File: src/rtl/tap_debug_pkg.sv
package tap_debug_pkg;

  typedef enum logic [3:0] {
    ST_RESET, ST_IDLE,
    ST_SEL_DR, ST_CAP_DR, ST_SH_DR, ST_EX1_DR, ST_PAU_DR, ST_EX2_DR, ST_UPD_DR,
    ST_SEL_IR, ST_CAP_IR, ST_SH_IR, ST_EX1_IR, ST_PAU_IR, ST_EX2_IR, ST_UPD_IR
  } tap_state_e;

  typedef enum logic [1:0] {
    PATH_BYPASS, PATH_IDCODE, PATH_CTRL, PATH_BUS
  } scan_path_e;

  localparam logic [4:0] CODE_IDCODE = 5'h01;
  localparam logic [4:0] CODE_CTRL   = 5'h10;
  localparam logic [4:0] CODE_BUS    = 5'h11;

  function automatic tap_state_e tap_next(tap_state_e s, logic m);
    case (s)
      ST_RESET:  return m ? ST_RESET  : ST_IDLE;
      ST_IDLE:   return m ? ST_SEL_DR : ST_IDLE;
      ST_SEL_DR: return m ? ST_SEL_IR : ST_CAP_DR;
      ST_CAP_DR: return m ? ST_EX1_DR : ST_SH_DR;
      ST_SH_DR:  return m ? ST_EX1_DR : ST_SH_DR;
      ST_EX1_DR: return m ? ST_UPD_DR : ST_PAU_DR;
      ST_PAU_DR: return m ? ST_EX2_DR : ST_PAU_DR;
      ST_EX2_DR: return m ? ST_UPD_DR : ST_SH_DR;
      ST_UPD_DR: return m ? ST_SEL_DR : ST_IDLE;
      ST_SEL_IR: return m ? ST_RESET  : ST_CAP_IR;
      ST_CAP_IR: return m ? ST_EX1_IR : ST_SH_IR;
      ST_SH_IR:  return m ? ST_EX1_IR : ST_SH_IR;
      ST_EX1_IR: return m ? ST_UPD_IR : ST_PAU_IR;
      ST_PAU_IR: return m ? ST_EX2_IR : ST_PAU_IR;
      ST_EX2_IR: return m ? ST_UPD_IR : ST_SH_IR;
      default:   return m ? ST_SEL_DR : ST_IDLE;
    endcase
  endfunction

endpackage

File: src/rtl/tap_fsm.sv
module tap_fsm
  import tap_debug_pkg::*;
(
  input  logic       tck,
  input  logic       trst_n,
  input  logic       tms,
  output tap_state_e state
);

  always_ff @(posedge tck or negedge trst_n) begin
    if (!trst_n) state <= ST_RESET;
    else         state <= tap_next(state, tms);
  end

endmodule

File: src/rtl/tap_ir.sv
module tap_ir
  import tap_debug_pkg::*;
#(
  parameter int IR_W = 5
) (
  input  logic       tck,
  input  logic       trst_n,
  input  tap_state_e state,
  input  logic       tdi,
  output logic       ir_lsb,
  output scan_path_e path
);

  localparam logic [IR_W-1:0] IR_RESET   = IR_W'(CODE_IDCODE);
  localparam logic [IR_W-1:0] IR_CAPTURE = IR_W'(1);
  localparam logic [IR_W-1:0] IR_CTRL    = IR_W'(CODE_CTRL);
  localparam logic [IR_W-1:0] IR_BUS     = IR_W'(CODE_BUS);

  logic [IR_W-1:0] ir_sr;
  logic [IR_W-1:0] ir_q;

  generate
    if (IR_W < 5) begin : g_bad_width
      initial $display("tap_ir: instruction register narrower than five bits");
    end
  endgenerate

  always_ff @(posedge tck or negedge trst_n) begin
    if (!trst_n) begin
      ir_sr <= IR_CAPTURE;
    end else if (state == ST_CAP_IR) begin
      ir_sr <= IR_CAPTURE;
    end else if (state == ST_SH_IR) begin
      ir_sr <= {tdi, ir_sr[IR_W-1:1]};
    end
  end

  always_ff @(posedge tck or negedge trst_n) begin
    if (!trst_n)                 ir_q <= IR_RESET;
    else if (state == ST_RESET)  ir_q <= IR_RESET;
    else if (state == ST_UPD_IR) ir_q <= ir_sr;
  end

  always_comb begin
    if      (ir_q == IR_RESET) path = PATH_IDCODE;
    else if (ir_q == IR_CTRL)  path = PATH_CTRL;
    else if (ir_q == IR_BUS)   path = PATH_BUS;
    else                       path = PATH_BYPASS;
  end

  assign ir_lsb = ir_sr[0];

endmodule

File: src/rtl/tap_dr.sv
module tap_dr
  import tap_debug_pkg::*;
#(
  parameter logic [3:0]  ID_VERSION = 4'h1,
  parameter logic [15:0] ID_PART    = 16'h0001,
  parameter logic [10:0] ID_MANUF   = 11'h001
) (
  input  logic       tck,
  input  logic       trst_n,
  input  tap_state_e state,
  input  scan_path_e path,
  input  logic       tdi,
  input  logic       ext_tdo_ctrl,
  input  logic       ext_tdo_bus,
  output logic       dr_lsb
);

  localparam int          ID_W   = 32;
  localparam logic [ID_W-1:0] ID_VALUE = {ID_VERSION, ID_PART, ID_MANUF, 1'b1};

  logic [ID_W-1:0] id_sr;
  logic            byp_q;

  always_ff @(posedge tck or negedge trst_n) begin
    if (!trst_n) begin
      id_sr <= ID_VALUE;
      byp_q <= 1'b0;
    end else if (state == ST_CAP_DR) begin
      id_sr <= ID_VALUE;
      byp_q <= 1'b0;
    end else if (state == ST_SH_DR) begin
      if (path == PATH_IDCODE) id_sr <= {tdi, id_sr[ID_W-1:1]};
      if (path == PATH_BYPASS) byp_q <= tdi;
    end
  end

  always_comb begin
    case (path)
      PATH_IDCODE: dr_lsb = id_sr[0];
      PATH_CTRL:   dr_lsb = ext_tdo_ctrl;
      PATH_BUS:    dr_lsb = ext_tdo_bus;
      default:     dr_lsb = byp_q;
    endcase
  end

endmodule

File: src/rtl/tap_debug_port.sv
module tap_debug_port
  import tap_debug_pkg::*;
#(
  parameter int          IR_W       = 5,
  parameter logic [3:0]  ID_VERSION = 4'h1,
  parameter logic [15:0] ID_PART    = 16'h0001,
  parameter logic [10:0] ID_MANUF   = 11'h001
) (
  input  logic tck,
  input  logic trst_n,
  input  logic tms,
  input  logic tdi,
  input  logic ext_tdo_ctrl,
  input  logic ext_tdo_bus,
  output logic tdo,
  output logic tdo_oe,
  output logic ext_sel_ctrl,
  output logic ext_sel_bus,
  output logic ext_capture,
  output logic ext_shift,
  output logic ext_update,
  output logic run_idle
);

  tap_state_e state;
  scan_path_e path;
  logic       ir_lsb;
  logic       dr_lsb;
  logic       ext_any;

  tap_fsm u_fsm (
    .tck    (tck),
    .trst_n (trst_n),
    .tms    (tms),
    .state  (state)
  );

  tap_ir #(.IR_W(IR_W)) u_ir (
    .tck    (tck),
    .trst_n (trst_n),
    .state  (state),
    .tdi    (tdi),
    .ir_lsb (ir_lsb),
    .path   (path)
  );

  tap_dr #(
    .ID_VERSION (ID_VERSION),
    .ID_PART    (ID_PART),
    .ID_MANUF   (ID_MANUF)
  ) u_dr (
    .tck          (tck),
    .trst_n       (trst_n),
    .state        (state),
    .path         (path),
    .tdi          (tdi),
    .ext_tdo_ctrl (ext_tdo_ctrl),
    .ext_tdo_bus  (ext_tdo_bus),
    .dr_lsb       (dr_lsb)
  );

  always_ff @(negedge tck or negedge trst_n) begin
    if (!trst_n) begin
      tdo    <= 1'b0;
      tdo_oe <= 1'b0;
    end else begin
      tdo    <= (state == ST_SH_IR) ? ir_lsb : dr_lsb;
      tdo_oe <= (state == ST_SH_IR) || (state == ST_SH_DR);
    end
  end

  assign ext_sel_ctrl = (path == PATH_CTRL);
  assign ext_sel_bus  = (path == PATH_BUS);
  assign ext_any      = ext_sel_ctrl || ext_sel_bus;
  assign ext_capture  = ext_any && (state == ST_CAP_DR);
  assign ext_shift    = ext_any && (state == ST_SH_DR);
  assign ext_update   = ext_any && (state == ST_UPD_DR);
  assign run_idle     = (state == ST_IDLE);

endmodule

File: config.mk
export PLATFORM = sky130hd
export DESIGN_NAME = tap_debug_port
export DESIGN_NICKNAME = d
export VERILOG_FILES = /design/src/rtl/tap_debug_pkg.sv /design/src/rtl/tap_fsm.sv /design/src/rtl/tap_ir.sv /design/src/rtl/tap_dr.sv /design/src/rtl/tap_debug_port.sv
export SDC_FILE = /design/constraint.sdc
export NUM_CORES = 1
export LEC_CHECK = 0
export BUFFER_PORTS_ARGS = -buffer_cell sky130_fd_sc_hd__buf_2
export CAP_MARGIN = 25
export CORE_MARGIN = 1.5
export CORE_UTILIZATION = 30
export DETAILED_ROUTE_END_ITERATION = 16
export PLACE_DENSITY = 0.51
export SLEW_MARGIN = 15
export SYNTH_ARGS = -nofsm -noshare
export SYNTH_HDL_FRONTEND = slang
export SYNTH_SLANG_ARGS = --single-unit
File: constraint.sdc
create_clock -name tck -period 2.06 [get_ports tck]
set_clock_uncertainty 0.2 [all_clocks]
set_input_delay 0 -clock tck [delete_from_list [all_inputs] [get_ports tck]]
set_output_delay 0 -clock tck [all_outputs]
set_load 0.005 [all_outputs]
==> results of run 1 <==
-- power breakdown --
group | internal (mW) | leakage, nW | switching (mW)
Clock | 0.395 | 0.0574 | 0.330
Combinational | 0.913 | 0.819 | 1.02
Sequential | 1.26 | 0.643 | 0.217
-- area by class of cell --
type	instances	area (µm²)	area share (%)
tap	102	128	4.03
sequential	49	1240	39.1
timing repair buffer	55	482	15.2
clock buffer	6	82.6	2.61
inverter	5	18.8	0.593
clock inverter	2	37.5	1.19
multi-input combinational	183	1180	37.3
-- kinds of logic (layout without fill, tap and decap cells) --
family          after synthesis  in the layout  share of synthesized area, %
flops                        49             49                          51.8
compound gates               66             66                          19.8
mux                           4              4                          1.68
buf+inv                      25             68                          5.62
simple gates                113            113                          21.1
-- final timing paths --
kind | start | endpoint | slack [ns] | depth (start not counted)
setup / recovery | u_ir.ir_q[0]$_DFFE_PN1P_ | tdo$_DFF_NN0_ | -0.29 | 3
hold / removal | trst_n | u_ir.ir_sr[2]$_DFFE_PN0N_ | 0.23 | 3
setup reg to reg | u_ir.ir_q[0]$_DFFE_PN1P_ | tdo$_DFF_NN0_ | -0.29 | 3
hold reg to reg | u_dr.id_sr[12]$_DFFE_PN1P_ | u_dr.id_sr[11]$_DFFE_PN0P_ | 0.31 | 2
max in group asynchronous | trst_n | tdo$_DFF_NN0_ | 0.73 | 2
min in group tck | tdi | u_dr.id_sr[31]$_DFFE_PN0P_ | 0.30 | 4
-- repair_timing --
action / CTS / global route
setup endpoints to repair: 4 / 35
resized for setup: 6 / 44
pin swaps: 5 / 40
gates cloned: 1 / 2
hold buffers: 4 / 0
hold endpoints to repair: 48 / 0
setup buffers: 3 / 7
-- through the flow --
| stage | utilization, % | instances | total power [mW] |
|---|---|---|---|
| after floorplan | - | 257 | 2.59 |
| after global placement | 35.2 | 377 | 2.98 |
| after detailed placement | 35.2 | 377 | 3.00 |
| after CTS | 38.1 | 393 | 3.85 |
| after global routing | 41.2 | 402 | 4.42 |
| final | 41.2 | 402 | 4.13 |
-- layer usage --
layer  vias up  track usage, %  routed length [µm]
met4         0            3.46                  57
met3         6            2.40                 140
li1        951               -                   -
met1       951            19.6                2860
met5         -               0                   0
met2        24            21.0                2470
-- synth_stat cells (2+ instances only) --
cell type / count / area share (%)
o21ai_0: 11 / 2.3
dfstp_2: 6 / 6.6
mux2i_1: 4 / 1.7
nand2_1: 70 / 11
nor2_1: 18 / 2.8
a22oi_1: 3 / 0.95
dfrtp_1: 41 / 43
nor3_1: 5 / 1.1
buf_6: 4 / 1.9
o22ai_1: 4 / 1.1
clkbuf_1: 9 / 1.4
buf_2: 5 / 1.1
o21ai_1: 2 / 0.42
nor2b_1: 4 / 1.1
a21oi_1: 11 / 2.3
and3_1: 3 / 0.79
nand3_1: 4 / 0.84
dfrtn_1: 2 / 2.1
inv_1: 5 / 0.79
a21oi_2: 28 / 10
nand2_2: 2 / 0.53
a211oi_1: 2 / 0.63
-- critical path: stages, from the launching register on --
cell     delay, ns
dfstp_2       0.59
mux2i_1       0.09
a22oi_1       0.20
a21oi_1       0.09
-- sequential cells by signal, summed over array words and instances (netlist names) --
| name | flops |
|---|---|
| u_fsm.state | 4 |
| tdo_oe | 1 |
| u_ir.ir_sr | 5 |
| u_dr.id_sr | 32 |
| u_ir.ir_q | 5 |
| tdo | 1 |
| u_dr.byp_q | 1 |
==> results_dict.tcl, run 1 <==
set metrics [dict create \
    status "finished with violations" \
    violations "negative setup slack" \
    grtUsageTotal_pct 13.6 \
    fin_hold_ws_ns 0.226 \
    yosys.cell_types.count 36 \
    portBuffers 13 \
    critPathCaptureType "flip-flop" \
    antenna_found_initial 0 \
    dp_hpwl_um 3310 \
    path_max_fanout 4 \
    place_area_um2 2710 \
    drcViolationCount 0 \
    worst_slack_ns -0.294 \
    overflow 0 \
    antenna_cells 0 \
    rsz0062_at_grt "yes" \
    synth_area_um2 2380 \
    cts_tree "yes" \
    worstMarginPinSlew_ns 0.559 \
    crit_type "reg -> reg" \
    antenna_left 0 \
    insertion_delay_ns 0.30 \
    drive_gt1_share_pct 42.7 \
    start_util_pct 31.0 \
    synth-async-reset-ratio_pct 100 \
    fin_setup_tns_ns -0.358 \
    power.density_nw_per_um2 1300 \
    required_ns 0.97 \
    syn_avg_cell_area_um2 9.26 \
    final_area_um2 3160 \
    cts_root_buffer "clkbuf_8" \
    pre_cts_ws_ns -0.289 \
    first_global_vias 1800 \
    clk_pin_slew_ns 0.09 \
    drt_iter0_drc 94 \
    ys.warnings.count 0 \
    min_path_type "in -> async" \
    mostFrequentLayoutCells "nand2_1, dfrtp_1, buf_4" \
    nNetsFinal 305 \
    vias_per_cell 4.81 \
    cp_data_arrival_time_ns 1.27 \
    cp-start-kind "flip-flop" \
    grt_max_degree 44 \
    coreArea_um2 7690 \
    timing.slew.headroom_pct 62.8 \
    postSynthCellCount 257 \
    nFillCells 803 \
    die_area_um2 8480 \
    final_common_cell "nand2_1" \
    syn2layout_area_growth_pct 32.9 \
    num_rows 32 \
    drt-total-wl_um 5530 \
    pin_count 14 \
    cts.sinks 49 \
    seq_area_frac_synth_pct 51.8 \
    wl_per_cell_um 13.8 \
    dieWidth_um 92.1 \
    drv_slew 0 \
    clk_path_buf_depth 2 \
    die_h_um 92.1 \
    htree_num_levels 2 \
    drv_cap 0 \
    synth_ff_type "dfrtp_1" \
    setup-violations-final 2 \
    cts_buffers 5 \
    synth-seq-cells 49 \
    vias 1932 \
    grt_pass1_wl_um 9110 \
    p_leak_nw 1.52 \
    irDropWorstVdd_mv 0.498 \
    syn-num-nets 263 \
    place_congestion 0.744 \
    hold_viol 0 \
    drtPass1Iterations 4 \
    synth-edff-count 0 \
]
No activity file was read; power rests on OpenSTA's default activity.
==> inputs of run 2 (changes only) <==
clock period = 2.49 ns   (was 2.06 ns; I/O delays follow)
==> run 2 against run 1 <==
The flow still finishes with violations (negative setup slack). Setup slack better by 0.24 ns. Die area did not move. Final area fell by 13%. Power down 31%. Cell count shrank 5.5%. Sequential cell count unchanged. Global-route usage is 1.6 points lower. Register-to-register slack improved by 0.24 ns. Core utilization is 5.5 points lower. First-iteration DRC count rose by 17%. Count of clock-buffer cells in the layout unchanged. Critical path type unchanged.
==> results_dict.tcl, run 2 (synthesis results as in run 1) <==
set metrics [dict create \
    clk_path_buf_depth 2 \
    antenna_left 0 \
    grtUsageTotal_pct 12.0 \
    dp_hpwl_um 3090 \
    htree_num_levels 2 \
    p_sw_share_pct 39.3 \
    min_path_type "in -> async" \
    hold_viol 0 \
    wl_per_cell_um 12.8 \
    power.density_nw_per_um2 1030 \
    final_common_cell "nand2_1" \
    first_global_vias 1697 \
    p_leak_nw 1.17 \
    timing.slew.headroom_pct 59.7 \
    comb_power_share_pct 42.5 \
    p_clk_share_pct 16.6 \
    path_max_fanout 2 \
    required_ns 1.20 \
    drt-total-wl_um 4870 \
    antenna_cells 0 \
    irDropWorstVdd_mv 0.280 \
    syn2layout_area_growth_pct 15.1 \
    grt_max_degree 48 \
    coreArea_um2 7690 \
    fin_setup_tns_ns -0.0533 \
    drv_cap 0 \
    cts_buffers 5 \
    cts_tree "yes" \
    overflow 0 \
    nFillCells 815 \
    portBuffers 13 \
    grt_pass1_wl_um 8270 \
    pin_count 14 \
    drcViolationCount 0 \
    setup-violations-final 1 \
    dieWidth_um 92.1 \
    clk_pin_slew_ns 0.09 \
    vias 1801 \
    violations "negative setup slack" \
    place_congestion 0.768 \
    die_area_um2 8480 \
    antenna_found_initial 0 \
    power_switching_mw 1.11 \
    rsz0062_at_grt "yes" \
    nNetsFinal 283 \
    start_util_pct 31.0 \
    seqPwrFrac_pct 40.9 \
    largest_reg_flops 32 \
    drtPass1Iterations 4 \
    top_register "u_dr.id_sr" \
    insertion_delay_ns 0.30 \
    cts_root_buffer "clkbuf_8" \
    status "finished with violations" \
    critPathCaptureType "flip-flop" \
    cp_data_arrival_time_ns 1.25 \
    drv_slew 0 \
    vias_per_cell 4.74 \
    drt_iter0_drc 110 \
    die_h_um 92.1 \
    mostFrequentLayoutCells "nand2_1, dfrtp_1, a21oi_2" \
    cp-start-kind "flip-flop" \
    seqCellArea_um2 1230 \
    worst_slack_ns -0.0533 \
    crit_type "reg -> reg" \
    worstMarginPinSlew_ns 0.605 \
    power_mw 2.84 \
    multi_input_area_um2 1040 \
    num_rows 32 \
    drive_gt1_share_pct 28.8 \
    reg.largest.list "u_dr.id_sr (32), u_ir.ir_q (5), u_ir.ir_sr (5)" \
    intPower_mw 1.72 \
    cts.sinks 49 \
]
## run 2: cell types whose count changed in the layout (fill, tap and decap cells not counted), moves of 3 or more
cell	delta
buf_6	-3
nand2_4	-14
nand2_2	-7
nand2_1	+21
buf_4	-13
## run 2: worst paths after layout
check | start | endpoint | slack [ns] | depth (start not counted)
setup / recovery | u_ir.ir_q[1]$_DFFE_PN0P_ | tdo$_DFF_NN0_ | -0.05 | 4
hold / removal | trst_n | u_dr.id_sr[5]$_DFFE_PN0P_ | 0.18 | 3
setup reg to reg | u_ir.ir_q[1]$_DFFE_PN0P_ | tdo$_DFF_NN0_ | -0.05 | 4
hold reg to reg | u_ir.ir_sr[0]$_DFFE_PN1N_ | u_ir.ir_sr[0]$_DFFE_PN1N_ | 0.29 | 2
max in group asynchronous | trst_n | tdo$_DFF_NN0_ | 0.99 | 2
min in group tck | u_ir.ir_sr[0]$_DFFE_PN1N_ | u_ir.ir_sr[0]$_DFFE_PN1N_ | 0.29 | 2
## run 2: timing repair
item / in CTS / in global routing
buffers inserted: 0 / 1
gates resized for setup: 0 / 3
endpoints found under the hold margin: 48 / 0
endpoints found under the setup margin: 1 / 1
hold buffers: 3 / 0
pin swaps: 0 / 3
## run 2: power groups by stage
stage	combinational (mW)	clock, mW	sequential, mW
after floorplan	0.912	0	1.15
after global placement	1.18	0	1.17
after detailed placement	1.19	0	1.17
after CTS	1.20	0.494	1.16
after global routing	1.36	0.523	1.19
final	1.20	0.471	1.16
## run 2: metal layers
metal	vias up	track usage, %	share of wire, %
li1	900	-	-
met4	0	3.08	1.1
met5	-	0	0
met1	880	16.9	51
met3	5	2.24	1.8
met2	16	19.0	46
## run 2: final cells by class
cell class                      instances  area share (%)
Tap cell                              102            4.66
Inverter                                5           0.685
Clock buffer                            6            2.65
Multi-Input combinational cell        183            37.9
Timing Repair Buffer                   33            8.58
Sequential cell                        49            45.0
Clock inverter                          2           0.502
## run 2: critical path, cell delays in order (launching register included)
cell     delay [ns]
dfrtp_1        0.42
nor3_4         0.24
o21ai_2        0.09
a22oi_2        0.14
a21oi_2        0.07
## run 2: metrics by stage
stage          utilization [%]  hold WS, ns  worst slack [ns]  cell area (µm²)  instances
2_1_floorplan                -       -0.496           -0.0717             2420        257
3_3_place_gp              34.0       0.0296           -0.0717             2610        369
3_5_place_dp              34.0       0.0267           -0.0987             2610        369
4_1_cts                   35.5        0.232            -0.113             2730        380
5_1_grt                   35.7        0.245            -0.109             2740        380
6_report                  35.7        0.182           -0.0533             2740        380
==> inputs of run 3 (changes only) <==
PLACE_DENSITY = not set   (was 0.51)
REMOVE_ABC_BUFFERS = 1   (was not set)
==> run 3 against run 2 <==
The flow still finishes with violations (negative setup slack). Highest routed layer unchanged. Cell count rose by 2.1%. Clock power rose by 4%. Combinational power rose by 4%. Final area rose by 1.8%. Global-route usage rose by 0.48 points. Sequential cell count did not move. Power rose by 2.3%.
==> results_dict.tcl, run 3 (synthesis results as in run 1) <==
set metrics [dict create \
    status "finished with violations" \
    violations "negative setup slack" \
    insertion_delay_ns 0.30 \
    setup-violations-final 1 \
    drive_gt1_share_pct 29.7 \
    rr_startpoint "u_ir.ir_q[1]$_DFFE_PN0P_" \
    first_global_vias 1824 \
    worstReg2RegEnd "tdo$_DFF_NN0_" \
    vias 1841 \
    vias_per_cell 4.74 \
    hold_viol 0 \
    worst_slack_ns -0.115 \
    coreArea_um2 7690 \
    grt_max_degree 33 \
    overflow 0 \
    min_path_type "in -> async" \
    num_rows 32 \
    htree_num_levels 2 \
    cts_tree "yes" \
    drv_slew 0 \
    grtUsageTotal_pct 12.5 \
    dp_hpwl_um 3110 \
    power_mw 2.90 \
    cts.sinks 49 \
    antenna_left 0 \
    die_area_um2 8480 \
    path_max_fanout 2 \
    ff2ff_path_depth 4 \
    cp-start-kind "flip-flop" \
    nFillCells 801 \
    antenna_cells 0 \
    final_common_cell "nand2_1" \
    drcViolationCount 0 \
    timing.slew.headroom_pct 69.6 \
    final_area_um2 2790 \
    crit_type "reg -> reg" \
    mostFrequentLayoutCells "nand2_1, dfrtp_1, a21oi_2" \
    nNetsFinal 291 \
    antenna_found_initial 0 \
    start_util_pct 31.0 \
    largest_reg_flops 32 \
    rsz0062_at_grt "yes" \
    irDropWorstVdd_mv 0.532 \
    drv_cap 0 \
    crit_chain "nor3_2, o21ai_1, a22oi_1, a21oi_1" \
    pre_cts_ws_ns -0.200 \
    drtPass1Iterations 4 \
    p_leak_nw 1.21 \
    syn2layout_area_growth_pct 17.2 \
    portBuffers 13 \
    place_area_um2 2640 \
    critPathCaptureType "flip-flop" \
    drt_iter0_drc 74 \
    pin_count 14 \
    r2r_slack_ns -0.12 \
    clk_path_buf_depth 2 \
    die_h_um 92.1 \
    critPathSlowestCell "dfrtp_1" \
    slowest_delay_ns 0.40 \
    reg.largest.list "u_dr.id_sr (32), u_ir.ir_q (5), u_ir.ir_sr (5)" \
    wl_per_cell_um 12.3 \
    power.density_nw_per_um2 1040 \
    grt_pass1_wl_um 8600 \
    clk_pin_slew_ns 0.09 \
    cp_data_arrival_time_ns 1.31 \
    top_register "u_dr.id_sr" \
    required_ns 1.19 \
    worstMarginPinSlew_ns 0.455 \
    dieWidth_um 92.1 \
    fin_util_pct 36.3 \
    cts_buffers 5 \
    drt-total-wl_um 4790 \
    place_congestion 0.766 \
    cts_root_buffer "clkbuf_8" \
]
run 3: changes by cell type in the layout (fill, tap and decap cells not counted), sizes merged:
| cell | previous run | this run |
|---|---|---|
| buf | 30 | 38 |
| clkinv | 1 | 2 |
| inv | 6 | 5 |
run 3: worst max-delay path by stage:
stage | startpoint | endpoint | slack, ns | cells after the start
2_1_floorplan | u_ir.ir_q[1]$_DFFE_PN0P_ | tdo$_DFF_NN0_ | -0.31 | 4
3_3_place_gp | u_ir.ir_q[1]$_DFFE_PN0P_ | tdo$_DFF_NN0_ | -0.18 | 4
3_5_place_dp | u_ir.ir_q[1]$_DFFE_PN0P_ | tdo$_DFF_NN0_ | -0.20 | 4
4_1_cts | u_ir.ir_q[2]$_DFFE_PN0P_ | tdo$_DFF_NN0_ | -0.12 | 4
5_1_grt | u_ir.ir_q[1]$_DFFE_PN0P_ | tdo$_DFF_NN0_ | -0.22 | 4
6_report | u_ir.ir_q[1]$_DFFE_PN0P_ | tdo$_DFF_NN0_ | -0.12 | 4
run 3: worst max-delay path: cells and delay by family (launching register included):
| kind | cells | cell delay (ns) |
|---|---|---|
| flops | 1 | 0.40 |
| compound gates | 3 | 0.39 |
| simple gates | 1 | 0.22 |
run 3: layout make-up:
type	count	area, µm²	share of cell area [%]
clock buffer	6	82.6	2.96
clock inverter	2	13.8	0.493
inverter	5	18.8	0.673
multi-input combinational	183	1020	36.5
sequential	49	1230	44.2
tap	102	128	4.57
timing repair buffer	41	295	10.6
run 3: per-stage QoR:
stage | TNS (ns) | hold WS [ns] | std cells
after global routing | -0.219 | 0.0691 | 388
after global placement | -0.180 | -0.163 | 374
after floorplan | -0.346 | -0.496 | 237
after detailed placement | -0.200 | -0.159 | 374
after CTS | -0.122 | 0.0429 | 387
final | -0.115 | 0.0433 | 388
run 3: routing by layer:
layer  track usage, %  up-vias  routed length [µm]
li1                 -      922                   -
met1             16.8      898                2340
met2             20.2       15                2310
met3             2.24        6                  69
met4             4.23        0                  74
met5                0        -                   0
run 3: repair_timing:
action | 4_1_cts | 5_1_grt
setup endpoints to repair | 1 | 1
cloned | 0 | 0
setup buffers | 2 | 1
pin swaps | 2 | 2
endpoints found under the hold margin | 53 | 0
gates resized for setup | 2 | 0
hold buffers | 3 | 0
run 3: where the power goes:
part / internal [mW] / total [mW] / switching [mW]
registers: 1.03 / 1.16 / 0.124
logic: 0.526 / 1.25 / 0.726
clock network: 0.226 / 0.490 / 0.265
